### src/rtl/nor_wb_pkg.sv
package nor_wb_pkg;

  typedef enum logic [2:0] {
    ST_IDLE,
    ST_UNLK1,
    ST_UNLK2,
    ST_LOAD,
    ST_COUNT,
    ST_DATA,
    ST_CONFIRM
  } wb_state_e;

  // Fixed command addresses and codes of the buffered-program protocol
  localparam logic [11:0] UNLK1_ADDR  = 12'h555;
  localparam logic [11:0] UNLK2_ADDR  = 12'h2AA;
  localparam logic [7:0]  UNLK1_CODE  = 8'hAA;
  localparam logic [7:0]  UNLK2_CODE  = 8'h55;
  localparam logic [7:0]  LOAD_CODE   = 8'h25;
  localparam logic [7:0]  CONFIRM_CODE = 8'h29;

endpackage

### src/rtl/nor_wb_rst_sync.sv
module nor_wb_rst_sync (
  input  logic clk,
  input  logic rst_n,
  output logic rst_sync_n
);
  logic [1:0] sync_q;

  always_ff @(posedge clk or negedge rst_n) begin
    if (!rst_n) sync_q <= 2'b00;
    else        sync_q <= {sync_q[0], 1'b1};
  end

  assign rst_sync_n = sync_q[1];
endmodule

### src/rtl/nor_wb_seq.sv
module nor_wb_seq
  import nor_wb_pkg::*;
#(
  parameter int AW        = 24,
  parameter int MAX_WORDS = 32,
  localparam int CW       = $clog2(MAX_WORDS + 1)
) (
  input  logic          clk,
  input  logic          rst_n,
  input  logic          start,
  input  logic [AW-1:0] start_addr,
  input  logic [CW-1:0] word_cnt,
  input  logic          xfer,
  output wb_state_e     state,
  output logic [AW-1:0] base,
  output logic [CW-1:0] cnt,
  output logic [CW-1:0] idx,
  output logic          done,
  output logic          err
);
  wb_state_e     state_q, state_d;
  logic [AW-1:0] base_q;
  logic [CW-1:0] cnt_q, idx_q, idx_d;
  logic          done_q, done_d, err_q, err_d;
  logic          load_en, idx_en, bad_cnt;

  assign bad_cnt = (word_cnt == '0) || (word_cnt > CW'(MAX_WORDS));

  always_comb begin
    state_d = state_q;
    idx_d   = idx_q;
    idx_en  = 1'b0;
    load_en = 1'b0;
    done_d  = 1'b0;
    err_d   = 1'b0;
    unique case (state_q)
      ST_IDLE: begin
        if (start) begin
          if (bad_cnt) begin
            err_d = 1'b1;
          end else begin
            load_en = 1'b1;
            idx_en  = 1'b1;
            idx_d   = '0;
            state_d = ST_UNLK1;
          end
        end
      end
      ST_UNLK1: if (xfer) state_d = ST_UNLK2;
      ST_UNLK2: if (xfer) state_d = ST_LOAD;
      ST_LOAD:  if (xfer) state_d = ST_COUNT;
      ST_COUNT: if (xfer) state_d = ST_DATA;
      ST_DATA: begin
        if (xfer) begin
          if (idx_q == cnt_q - CW'(1)) begin
            state_d = ST_CONFIRM;
          end else begin
            idx_en = 1'b1;
            idx_d  = idx_q + CW'(1);
          end
        end
      end
      ST_CONFIRM: begin
        if (xfer) begin
          state_d = ST_IDLE;
          done_d  = 1'b1;
        end
      end
      default: state_d = ST_IDLE;
    endcase
  end

  always_ff @(posedge clk or negedge rst_n) begin
    if (!rst_n) begin
      state_q <= ST_IDLE;
      done_q  <= 1'b0;
      err_q   <= 1'b0;
    end else begin
      state_q <= state_d;
      done_q  <= done_d;
      err_q   <= err_d;
    end
  end

  always_ff @(posedge clk or negedge rst_n) begin
    if (!rst_n) begin
      base_q <= '0;
      cnt_q  <= '0;
    end else if (load_en) begin
      base_q <= start_addr;
      cnt_q  <= word_cnt;
    end
  end

  always_ff @(posedge clk or negedge rst_n) begin
    if (!rst_n)      idx_q <= '0;
    else if (idx_en) idx_q <= idx_d;
  end

  assign state = state_q;
  assign base  = base_q;
  assign cnt   = cnt_q;
  assign idx   = idx_q;
  assign done  = done_q;
  assign err   = err_q;
endmodule

### src/rtl/nor_wb_bus_mux.sv
module nor_wb_bus_mux
  import nor_wb_pkg::*;
#(
  parameter int AW = 24,
  parameter int DW = 16,
  parameter int CW = 6
) (
  input  wb_state_e     state,
  input  logic [AW-1:0] base,
  input  logic [CW-1:0] cnt,
  input  logic [CW-1:0] idx,
  input  logic          din_valid,
  input  logic [DW-1:0] din_data,
  output logic          bus_valid,
  output logic [AW-1:0] bus_addr,
  output logic [DW-1:0] bus_wdata
);
  always_comb begin
    bus_valid = 1'b0;
    bus_addr  = '0;
    bus_wdata = '0;
    unique case (state)
      ST_UNLK1: begin
        bus_valid = 1'b1;
        bus_addr  = AW'(UNLK1_ADDR);
        bus_wdata = DW'(UNLK1_CODE);
      end
      ST_UNLK2: begin
        bus_valid = 1'b1;
        bus_addr  = AW'(UNLK2_ADDR);
        bus_wdata = DW'(UNLK2_CODE);
      end
      ST_LOAD: begin
        bus_valid = 1'b1;
        bus_addr  = base;
        bus_wdata = DW'(LOAD_CODE);
      end
      ST_COUNT: begin
        bus_valid = 1'b1;
        bus_addr  = base;
        bus_wdata = DW'(cnt - CW'(1));
      end
      ST_DATA: begin
        bus_valid = din_valid;
        bus_addr  = base + AW'(idx);
        bus_wdata = din_data;
      end
      ST_CONFIRM: begin
        bus_valid = 1'b1;
        bus_addr  = base + AW'(cnt) - AW'(1);
        bus_wdata = DW'(CONFIRM_CODE);
      end
      default: ;
    endcase
  end
endmodule

### src/rtl/nor_wb_engine.sv
module nor_wb_engine
  import nor_wb_pkg::*;
#(
  parameter int AW        = 24,
  parameter int DW        = 16,
  parameter int MAX_WORDS = 32,
  localparam int CW       = $clog2(MAX_WORDS + 1)
) (
  input  logic          clk,
  input  logic          rst_n,
  input  logic          start,
  input  logic [AW-1:0] start_addr,
  input  logic [CW-1:0] word_cnt,
  input  logic          din_valid,
  input  logic [DW-1:0] din_data,
  output logic          din_ready,
  output logic          bus_valid,
  output logic [AW-1:0] bus_addr,
  output logic [DW-1:0] bus_wdata,
  input  logic          bus_ready,
  output logic          busy,
  output logic          done,
  output logic          err
);
  logic          rst_sync_n;
  wb_state_e     state;
  logic [AW-1:0] base;
  logic [CW-1:0] cnt, idx;
  logic          xfer;

  nor_wb_rst_sync u_rst (
    .clk        (clk),
    .rst_n      (rst_n),
    .rst_sync_n (rst_sync_n)
  );

  nor_wb_seq #(.AW(AW), .MAX_WORDS(MAX_WORDS)) u_seq (
    .clk        (clk),
    .rst_n      (rst_sync_n),
    .start      (start),
    .start_addr (start_addr),
    .word_cnt   (word_cnt),
    .xfer       (xfer),
    .state      (state),
    .base       (base),
    .cnt        (cnt),
    .idx        (idx),
    .done       (done),
    .err        (err)
  );

  nor_wb_bus_mux #(.AW(AW), .DW(DW), .CW(CW)) u_mux (
    .state     (state),
    .base      (base),
    .cnt       (cnt),
    .idx       (idx),
    .din_valid (din_valid),
    .din_data  (din_data),
    .bus_valid (bus_valid),
    .bus_addr  (bus_addr),
    .bus_wdata (bus_wdata)
  );

  assign xfer      = bus_valid && bus_ready;
  assign din_ready = (state == ST_DATA) && bus_ready;
  assign busy      = (state != ST_IDLE);
endmodule

### config.mk
export PLATFORM = sky130hd
export DESIGN_NAME = nor_wb_engine
export DESIGN_NICKNAME = d
export VERILOG_FILES = /design/src/rtl/nor_wb_pkg.sv /design/src/rtl/nor_wb_rst_sync.sv /design/src/rtl/nor_wb_seq.sv /design/src/rtl/nor_wb_bus_mux.sv /design/src/rtl/nor_wb_engine.sv
export SDC_FILE = /design/constraint.sdc
export NUM_CORES = 1
export LEC_CHECK = 0
export CELL_PAD_IN_SITES_DETAIL_PLACEMENT = 1
export CELL_PAD_IN_SITES_GLOBAL_PLACEMENT = 2
export CORE_MARGIN = 4
export CORE_UTILIZATION = 28
export CTS_CLUSTER_DIAMETER = 150
export DETAILED_ROUTE_END_ITERATION = 10
export PLACE_DENSITY = 0.76
export SLEW_MARGIN = 40
export SYNTH_ARGS = -nofsm -noshare
export SYNTH_HDL_FRONTEND = slang
export SYNTH_SLANG_ARGS = --single-unit
### constraint.sdc
create_clock -name clk -period 3.9 [get_ports clk]
set_input_delay 1.17 -clock clk [delete_from_list [all_inputs] [get_ports clk]]
set_output_delay 1.17 -clock clk [all_outputs]
set_load 0.01 [all_outputs]
==> results of run 1 <==
[area by class of cell]
cell class | count | share of cell area (%)
Timing Repair Buffer | 236 | 25.9
Multi-Input combinational cell | 484 | 51.3
Inverter | 52 | 2.61
Tap cell | 225 | 3.77
Sequential cell | 43 | 14.5
Clock buffer | 5 | 1.67
Clock inverter | 3 | 0.352
[Yosys cell counts (10+ instances only)]
cell type  instances  area share, %
nand3_1           14            1.4
a21oi_1           41            4.2
o211ai_1          10            1.5
ha_1              52             13
a21o_1            18            2.8
o21ai_0           54            5.5
xnor2_1           25            4.5
mux2_2            30            6.9
inv_1             52            4.0
nor2_1            35            2.7
clkbuf_1          16            1.2
nand2_1           36            2.8
o21ai_1           10            1.0
nor3_1            13            1.3
dfrtp_1           43             22
[sequential cells by signal (all words and copies together) (netlist names)]
signal and flops:
u_seq.idx 6, u_rst.sync_q 2, u_seq.done 1, u_seq.base 24
u_seq.cnt 6, u_seq.err 1, u_seq.state 3
[metrics by stage]
stage               instance area [um^2]  hold WS, ns  total power (W)  utilization, %  std cells
floorplan                           4900        0.331          0.00407               -        604
detailed placement                  7000        0.341          0.00679            40.6       1027
global route                        7470        0.371          0.00874            43.3       1048
global placement                    6990        0.339          0.00661            40.6       1027
CTS                                 7360        0.360          0.00780            42.7       1042
finish                              7470        0.356          0.00810            43.3       1048
[power breakdown]
part	switching [W]	internal, W
Sequential	0.000211	0.000626
Combinational	0.00351	0.00329
Clock	0.000219	0.000244
Total	0.00394	0.00416
[metal layers]
metal / vias up / global-route usage [%] / share of wire, %
li1: 2631 / - / -
met1: 2714 / 27.1 / 45
met4: 0 / 5.56 / 2.3
met2: 134 / 36.5 / 49
met3: 32 / 3.48 / 4.0
met5: - / 0 / 0
[worst max-delay path, stage by stage, from the launching register on]
cell and delay, ns:
dfrtp_1 0.37, inv_2 0.06, ha_4 0.26, inv_2 0.04
ha_4 0.16, fa_2 0.44, a211oi_4 0.28, o211ai_1 0.19
a21oi_2 0.17, buf_6 0.15, nor2_4 0.05, a221oi_4 0.27
o311a_1 0.19, nand2_1 0.05, buf_2 0.13
[worst min path at each step]
| stage | from | to | cells past startpoint |
|---|---|---|---|
| after detailed placement | u_rst.sync_q[0] | u_rst.sync_q[1] | 0 |
| final | u_rst.sync_q[1] | u_seq.err | 0 |
| after global routing | u_rst.sync_q[0] | u_rst.sync_q[1] | 0 |
| after floorplan | u_rst.sync_q[0] | u_rst.sync_q[1] | 0 |
| after CTS | u_rst.sync_q[0] | u_rst.sync_q[1] | 0 |
| after global placement | u_rst.sync_q[0] | u_rst.sync_q[1] | 0 |
[logic make-up (layout without fill, tap and decap cells)]
family | count (synthesis) | count (layout) | synth area share, %
XOR/XNOR | 33 | 33 | 6.18
adder cells (fa/ha/maj) | 54 | 54 | 14.1
buffers and inverters | 77 | 296 | 6.06
multiplexers | 39 | 39 | 8.74
AND/OR/NAND/NOR | 153 | 153 | 15.6
flip-flops | 43 | 43 | 22.0
other | 1 | 1 | 0.0766
AO/OA/AOI/OAI | 204 | 204 | 27.2
[timing repair]
action / 4_1_cts / 5_1_grt
resized for setup: 134 / 25
buffers inserted: 8 / 7
pin swaps: 56 / 32
setup endpoints to repair: 22 / 22
==> metrics.cfg, run 1 <==
[layout]
final_cell_mix = 134 x buf_4, 73 x clkdlybuf4s50_1, 47 x o21ai_0
fill_cells = 2044
final_net_count = 927
final_common_cell = buf_4
antenna_cells = 0
synthToLayoutAreaGrowth_pct = 52.6
seq_area_um2 = 1080
multiInputGateArea_um2 = 3830
drive_gt1_share_pct = 31.7

[sta]
setup_viol_count_final = 18
tns_ns = -4.42
worst_slack_ns = -0.375
finalCriticalPeriod_ns = 4.28
rsz0062_at_grt = yes
final-hold-violation-count = 0
max_freq_mhz = 234
max_slew_margin_pct = 51.5
final.setup_skew_ns = 0.00656
worst_slew_pin_slew_ns = 0.723
drv_slew = 0
period_share_pct = 110

[clock_network]
clock-sinks = 43
clockRootBuffer = clkbuf_16
clockBufferDepth = 2
tritoncts = yes
cts_buffers = 5
htree_levels = 2
hold_buffers = 0
clk_latency_ns = 0.30
cts.clk_slew.worst_paths_ns = 0.07

[floorplan]
die_w_um = 140
ios = 96
start_util_pct = 28.4
fp.dieH_um = 140
coreArea_um2 = 17200
dieArea_um2 = 19700
rows = 48

[hold_path]
worstHoldPathType = reg2async

[drt]
ant_nets = 0
detail_route.wl_per_cell_um = 20.0
drtIter0Drc = 271
avgViaCountPerCell = 5.26
first_pass_iters = 5
vias = 5511
drc = 0
drt-total-wl_um = 20900

[synth]
synth_cell_type_count = 64
synthArstFlopShare_pct = 100
ys_seq_area_share_pct = 22.0
syn_nets = 709
syn_area_per_cell_um2 = 8.11
synth_warnings = 0
synth_edf_count = 0
synthCells = 604
synth-seq-cells = 43
ys.flop_type = dfrtp_1
synth.cell_area_um2 = 4900

[setup_path]
startpoint_type = flop
worstPathMaxFanout = 5
r2r_setup_slack_ns = 1.37
cp-startpoint = u_seq.base[1]
required_ns = 2.73
r2r-end = u_seq.idx[4]
critPathCaptureType = primary output
cp.arrival_ns = 3.11
r2r_cells = 10
path_class = reg2out
rr_startpoint = u_seq.cnt[0]
crit_end = bus_addr[21]

[global_route]
grtUsageTotal_pct = 21.1
grt_max_degree = 42
grt_pass1_wl_um = 33300
grt_overflow = 0
grt_pass1_vias = 6143
antenna_found_initial = 0

[power_and_ir_drop]
p_per_area_nw_per_um2 = 1080
p_leak_nw = 3.43
ir_drop_mv = 0.420

[run_status]
outcome = complete, but fails checks
violations = setup timing

[run]
max_cap_violations = 0

[placement]
dp_worst_setup_slack_ns = -0.728
port_buffers = 95
dp_hpwl_um = 16000
gp_congestion = 0.892

Note: power is estimated with default switching activity, not from simulation.
==> inputs of run 2 (changes only) <==
--- a/config.mk
+++ b/config.mk
@@ -8,10 +8,10 @@
 export CELL_PAD_IN_SITES_DETAIL_PLACEMENT = 1
 export CELL_PAD_IN_SITES_GLOBAL_PLACEMENT = 2
 export CORE_MARGIN = 4
-export CORE_UTILIZATION = 28
+export CORE_UTILIZATION = 31
 export CTS_CLUSTER_DIAMETER = 150
 export DETAILED_ROUTE_END_ITERATION = 10
-export PLACE_DENSITY = 0.76
+export PLACE_DENSITY = 0.8
 export SLEW_MARGIN = 40
 export SYNTH_ARGS = -nofsm -noshare
 export SYNTH_HDL_FRONTEND = slang
==> constraint.sdc (replaced) <==
create_clock -name clk -period 4.9 [get_ports clk]
set_input_delay 1.47 -clock clk [delete_from_list [all_inputs] [get_ports clk]]
set_output_delay 1.47 -clock clk [all_outputs]
set_load 0.01 [all_outputs]
==> run 2 against run 1 <==
Effect of this change:
- the run now ends clean
- total power is 35% lower
- setup slack better by 0.52 ns
- cell area is 12% lower
- wire length is 8.1% lower
- count of clock-buffer cells in the layout is 1 higher
- clock skew is 0.0018 ns higher
- via count is 7.2% lower
- first-iteration DRC count is 23% higher
- largest power group unchanged
- highest routed layer unchanged
==> metrics.cfg, run 2 (same netlist as run 1, synthesis figures left out) <==
[layout]
final_cell_mix = 82 x clkdlybuf4s50_1, 50 x inv_1, 50 x o21ai_0, 50 x ha_1, 49 x buf_4
multiInputGateArea_um2 = 3580
fill_cells = 1874
seq_area_um2 = 1080
design_area_um2 = 6590
synthToLayoutAreaGrowth_pct = 34.6
final_common_cell = clkdlybuf4s50_1
drive_gt1_share_pct = 15.6
final_net_count = 834
antenna_cells = 0
largest_reg_flops = 24

[run_status]
outcome = complete, no violations

[clock_network]
tritoncts = yes
clockBufferDepth = 2
clock-sinks = 43
clockRootBuffer = clkbuf_16
cts_buffers = 5
clk_latency_ns = 0.30
htree_levels = 2
cts.clk_slew.worst_paths_ns = 0.07

[sta]
max_freq_mhz = 210
rsz0062_at_grt = no
worst_slew_pin_slew_ns = 0.767
final.setup_skew_ns = 0.00832
drv_slew = 0
setup_viol_count_final = 0
final-hold-violation-count = 0
period_share_pct = 97.1
max_slew_margin_pct = 48.5
finalCriticalPeriod_ns = 4.76

[power_and_ir_drop]
p_leak_nw = 2.97
p_total_w = 0.00527
p_per_area_nw_per_um2 = 800
ir_drop_mv = 0.267

[setup_path]
path_cells = inv_2 -> ha_1 -> inv_1 -> ha_2 -> fa_2 -> a211oi_2 -> o211ai_1 -> nand2_1 -> nand2_1 -> xnor2_1 -> o21ai_0 -> a22o_1 -> clkdlybuf4s50_1
worstPathMaxFanout = 3
path_class = reg2out
max_stage_delay_ns = 0.53
cpMostUsedCell = nand2_1
critPathCaptureType = primary output
required_ns = 3.43
critPathTopFamily = adder cells
cp.arrival_ns = 3.29
startpoint_type = flop
cp_slowest_cell = clkdlybuf4s50_1
crit_buf_inv = 3

[drt]
drtIter0Drc = 333
detail_route.wl_per_cell_um = 20.4
drt-total-wl_um = 19200
ant_nets = 0
drc = 0
first_pass_iters = 5
vias = 5116
avgViaCountPerCell = 5.44

[global_route]
grt_overflow = 0
grt_max_degree = 42
grt_pass1_vias = 5588
grt_pass1_wl_um = 30800
antenna_found_initial = 0
grtUsageTotal_pct = 21.8

[placement]
port_buffers = 95
dpl_cell_area_um2 = 6370
gp_congestion = 0.869
dp_hpwl_um = 15300

[floorplan]
coreArea_um2 = 15300
ios = 96
start_util_pct = 32.0
dieArea_um2 = 17900
fp.dieH_um = 134
rows = 45
die_w_um = 134

[hold_path]
worstHoldPathType = reg2async

[run]
max_cap_violations = 0

-- run 2: cell types whose count changed in the layout (fill, tap and decap cells not counted), sizes merged, moves of 2 or more --
cell and delta:
clkdlybuf4s50 +9, buf -112, clkbuf +2, dlymetal6s2s +3, dlygate4sd2 +5, inv -2
-- run 2: timing repair --
action / CTS / global route
buffers inserted: 2 / 0
pin swaps: 7 / 13
resized for setup: 20 / 18
hold buffers: 0 / 0
setup endpoints to repair: 12 / 13
-- run 2: area by class of cell --
type,instances,share of cell area (%)
inverter,52,2.96
sequential,43,16.4
timing repair buffer,143,19.8
clock inverter,2,0.570
tap,211,4.01
multi-input combinational,484,54.3
clock buffer,6,1.96
-- run 2: through the flow --
stage               worst slack, ns  util, %  std cells  hold WS [ns]  TNS [ns]
global placement             -0.166     41.6        932         0.338    -0.166
CTS                         0.00426     43.0        942         0.367         0
detailed placement           -0.234     41.6        932         0.348    -0.370
floorplan                     0.592        -        604         0.331         0
global route                0.00256     43.0        941         0.376         0
finish                        0.142     43.0        941         0.343         0
-- run 2: worst register-to-register path: stages (launching register included) --
cell and delay (ns):
dfrtp_1 0.36, inv_1 0.06, buf_4 0.14, ha_1 0.23, nor3b_1 0.16, xnor2_1 0.45, xor2_1 0.23, a41o_1 0.31
and2_0 0.36, o21ai_1 0.12, o31ai_1 0.08
-- run 2: path summary, 6_finish.rpt --
| kind | start | slack (ns) | end | cells past startpoint |
|---|---|---|---|---|
| worst max-delay path | u_seq.cnt[1] | 0.14 | bus_addr[11] | 13 |
| worst min-delay path | u_rst.sync_q[1] | 0.34 | u_seq.base[18] | 0 |
| worst max register to register | u_seq.cnt[0] | 2.29 | u_seq.idx[2] | 10 |
| worst min register to register | u_rst.sync_q[1] | 0.34 | u_seq.base[18] | 0 |
| max in group asynchronous | rst_n | 3.43 | u_rst.sync_q[1] | 1 |
| min in group clk | u_rst.sync_q[0] | 0.36 | u_rst.sync_q[1] | 0 |
-- run 2: power breakdown --
| part | switching [W] | internal, W | total (W) | leakage, nW |
|---|---|---|---|---|
| Sequential | 0.000220 | 0.000498 | 0.000718 | 0.528 |
| Clock | 0.000161 | 0.000241 | 0.000402 | 0.0771 |
| Combinational | 0.00229 | 0.00187 | 0.00415 | 2.36 |
-- run 2: layer usage --
metal / vias up / global-route usage (%) / share of wire (%)
met5: - / 0 / 0
met4: 0 / 4.63 / 1.2
met3: 16 / 2.53 / 3.7
met2: 101 / 36.3 / 47
met1: 2558 / 30.5 / 48
li1: 2441 / - / -
==> inputs of run 3 (changes only) <==
--- a/config.mk
+++ b/config.mk
@@ -7,12 +7,12 @@
 export LEC_CHECK = 0
 export CELL_PAD_IN_SITES_DETAIL_PLACEMENT = 1
 export CELL_PAD_IN_SITES_GLOBAL_PLACEMENT = 2
-export CORE_MARGIN = 4
 export CORE_UTILIZATION = 31
 export CTS_CLUSTER_DIAMETER = 150
 export DETAILED_ROUTE_END_ITERATION = 10
-export PLACE_DENSITY = 0.8
+export PLACE_DENSITY = 0.81
 export SLEW_MARGIN = 40
 export SYNTH_ARGS = -nofsm -noshare
 export SYNTH_HDL_FRONTEND = slang
+export SYNTH_HIERARCHICAL = 1
 export SYNTH_SLANG_ARGS = --single-unit
==> run 3 against run 2 <==
Effect of this change:
- sequential power fell by 3.6%
- sequential cell count did not move
- via count rose by 3.5%
- sequential share of layout area rose by 0.19 points
- die area fell by 6.6%
- critical endpoint is now bus_addr[9]
==> metrics.cfg, run 3 <==
[sta]
drv_slew = 0
final-hold-violation-count = 0
finalCriticalPeriod_ns = 4.76
max_slew_margin_pct = 49.5
worst_slack_ns = 0.141
final.setup_skew_ns = 0.00260
tns_ns = 0
worst_hold_slack_ns = 0.322
max_freq_mhz = 210
worst_slew_pin_slew_ns = 0.754
period_share_pct = 97.1
setup_viol_count_final = 0

[placement]
port_buffers = 95
dp_worst_setup_slack_ns = 0.0113
gp_congestion = 0.920
dp_hpwl_um = 14400

[run]
max_cap_violations = 0

[clock_network]
clockRootBuffer = clkbuf_16
clock-sinks = 43
clk_latency_ns = 0.28
cts.clk_slew.worst_paths_ns = 0.06
hold_buffers = 0
tritoncts = yes
clockBufferDepth = 2
cts_buffers = 5
htree_levels = 2

[floorplan]
fp.dieH_um = 129
dieArea_um2 = 16700
ios = 96
coreArea_um2 = 15800
rows = 46
start_util_pct = 31.7
die_w_um = 129

[drt]
ant_nets = 0
vias = 5296
drc = 0
avgViaCountPerCell = 5.40
drt-total-wl_um = 17900
first_pass_iters = 5
detail_route.wl_per_cell_um = 18.3
drtIter0Drc = 218

[power_and_ir_drop]
pwr-share-clk_pct = 6.6
swShare_pct = 51.0
seqPwrFrac_pct = 14.5
share_comb_of_total_power_pct = 79.0
ir_drop_mv = 0.197
p_per_area_nw_per_um2 = 733
p_leak_nw = 3.05
p_total_w = 0.00478
switchingPower_w = 0.00244
p_int_w = 0.00234

[synth]
synthArstFlopShare_pct = 100
ys_seq_area_share_pct = 21.5
synth_top_area_share_pct = 21.5
synth-seq-cells = 43
ys.flop_type = dfrtp_1
syn_nets = 758
synth_warnings = 6
synth_common_cells = 124 x nand2_1, 53 x ha_1, 47 x inv_1
synth_edf_count = 0
synth.cell_area_um2 = 5010
synth.top_cells.by_area = dfrtp_1 21%, ha_1 13%, nand2_1 9.3%, o21ai_0 4.4%, a21oi_1 4.2%
synth_top_area_cell = dfrtp_1
synthCells = 652
yosysMostFrequentCell = nand2_1
synth_cell_type_count = 79
syn_area_per_cell_um2 = 7.69

[layout]
antenna_cells = 0
final_cell_mix = 124 x nand2_1, 85 x clkdlybuf4s50_1, 53 x ha_1
final_util_pct = 41.2
drive_gt1_share_pct = 11.1
final_net_count = 872
final_common_cell = nand2_1
synthToLayoutAreaGrowth_pct = 30.0
largest_reg_flops = 24

[setup_path]
required_ns = 3.43
critPathCaptureType = primary output
startpoint_type = flop
path_class = reg2out
cp.arrival_ns = 3.29
worstPathMaxFanout = 3
r2r_cells = 9
r2r_setup_slack_ns = 2.09

[hold_path]
worstHoldPathType = reg2async

[run_status]
outcome = complete, no violations

[global_route]
antenna_found_initial = 0
grtUsageTotal_pct = 22.0
grt_pass1_wl_um = 28700
grt_overflow = 0
grt_max_degree = 42
grt_pass1_vias = 5392

## run 3: changes by cell type in the layout (fill, tap and decap cells not counted), sizes merged, moves of 5 or more
| cell | delta |
|---|---|
| nand2 | +87 |
| mux2 | -23 |
| o21ai | -18 |
| buf | -11 |
| xor2 | +10 |
| and2 | -6 |
| mux2i | -6 |
| nand3 | +6 |
| a211oi | -5 |
| a221o | +5 |
| o31ai | -5 |
## run 3: worst max-delay path, cell delays in order, from the launching register on
cell and delay, ns:
dfrtp_1 0.38, inv_2 0.09, ha_1 0.23, inv_1 0.06
ha_1 0.17, inv_1 0.06, fa_2 0.38, nor2b_2 0.14
o2111ai_1 0.14, nand2_1 0.13, a31oi_1 0.11, xor2_1 0.16
o21ai_0 0.16, a22o_1 0.22, clkdlybuf4s50_1 0.55
## run 3: layer usage
layer  routed length [um]  part of all wire (%)  up-vias  global-route usage (%)
met4                  316                   1.8        0                    5.26
li1                     -                     -     2526                       -
met5                    0                     0        -                       0
met2                 8270                    46      126                    36.3
met1                 8640                    48     2622                    31.3
met3                  674                   3.8       22                    1.49
## run 3: what timing repair did
action,CTS,global route
gates resized for setup,13,16
endpoints found under the setup margin,11,11
hold endpoints to repair,0,0
pin swaps,0,5
gates cloned,0,0
setup buffers,1,0
## run 3: cell type report
| class | instances | area, um^2 |
|---|---|---|
| Tap cell | 216 | 270 |
| Inverter | 50 | 188 |
| Clock buffer | 6 | 129 |
| Timing Repair Buffer | 133 | 1240 |
| Sequential cell | 43 | 1080 |
| Multi-Input combinational cell | 533 | 3610 |
| Fill cell | 1933 | 9310 |
## run 3: logic make-up after synthesis
group,after synthesis,synth area share [%]
XOR/XNOR,41,7.16
multiplexers,10,2.17
AO/OA/AOI/OAI,185,24.9
flip-flops,43,21.5
AND/OR/NAND/NOR,241,22.9
buffers and inverters,76,7.29
adder cells (fa/ha/maj),55,14.0
other,1,0.0748
## run 3: stage by stage
stage | std cells | instance area (um^2)
after floorplan | 652 | 5010
final | 981 | 6520
after global placement | 974 | 6350
after detailed placement | 974 | 6350
after CTS | 981 | 6500
after global routing | 981 | 6520
## run 3: path summary, 6_finish.rpt
| path | from | to |
|---|---|---|
| max in group asynchronous | rst_n | u_rst/sync_q[1] |
| min reg2reg | u_rst/sync_q[1] | u_seq/base[19] |
| max reg2reg | u_seq/state[1] | u_seq/idx[5] |
| max | u_seq/cnt[1] | bus_addr[9] |
| min in group clk | u_rst/sync_q[0] | u_rst/sync_q[1] |
| min | u_rst/sync_q[1] | u_seq/base[19] |
## run 3: power groups by stage
| stage | Clock (W) | Combinational [W] | Sequential [W] |
|---|---|---|---|
| after floorplan | 0 | 0.00241 | 0.000666 |
| after global placement | 0 | 0.00358 | 0.000691 |
| after detailed placement | 0 | 0.00368 | 0.000700 |
| after CTS | 0.000324 | 0.00372 | 0.000692 |
| after global routing | 0.000335 | 0.00416 | 0.000716 |
| final | 0.000313 | 0.00378 | 0.000692 |
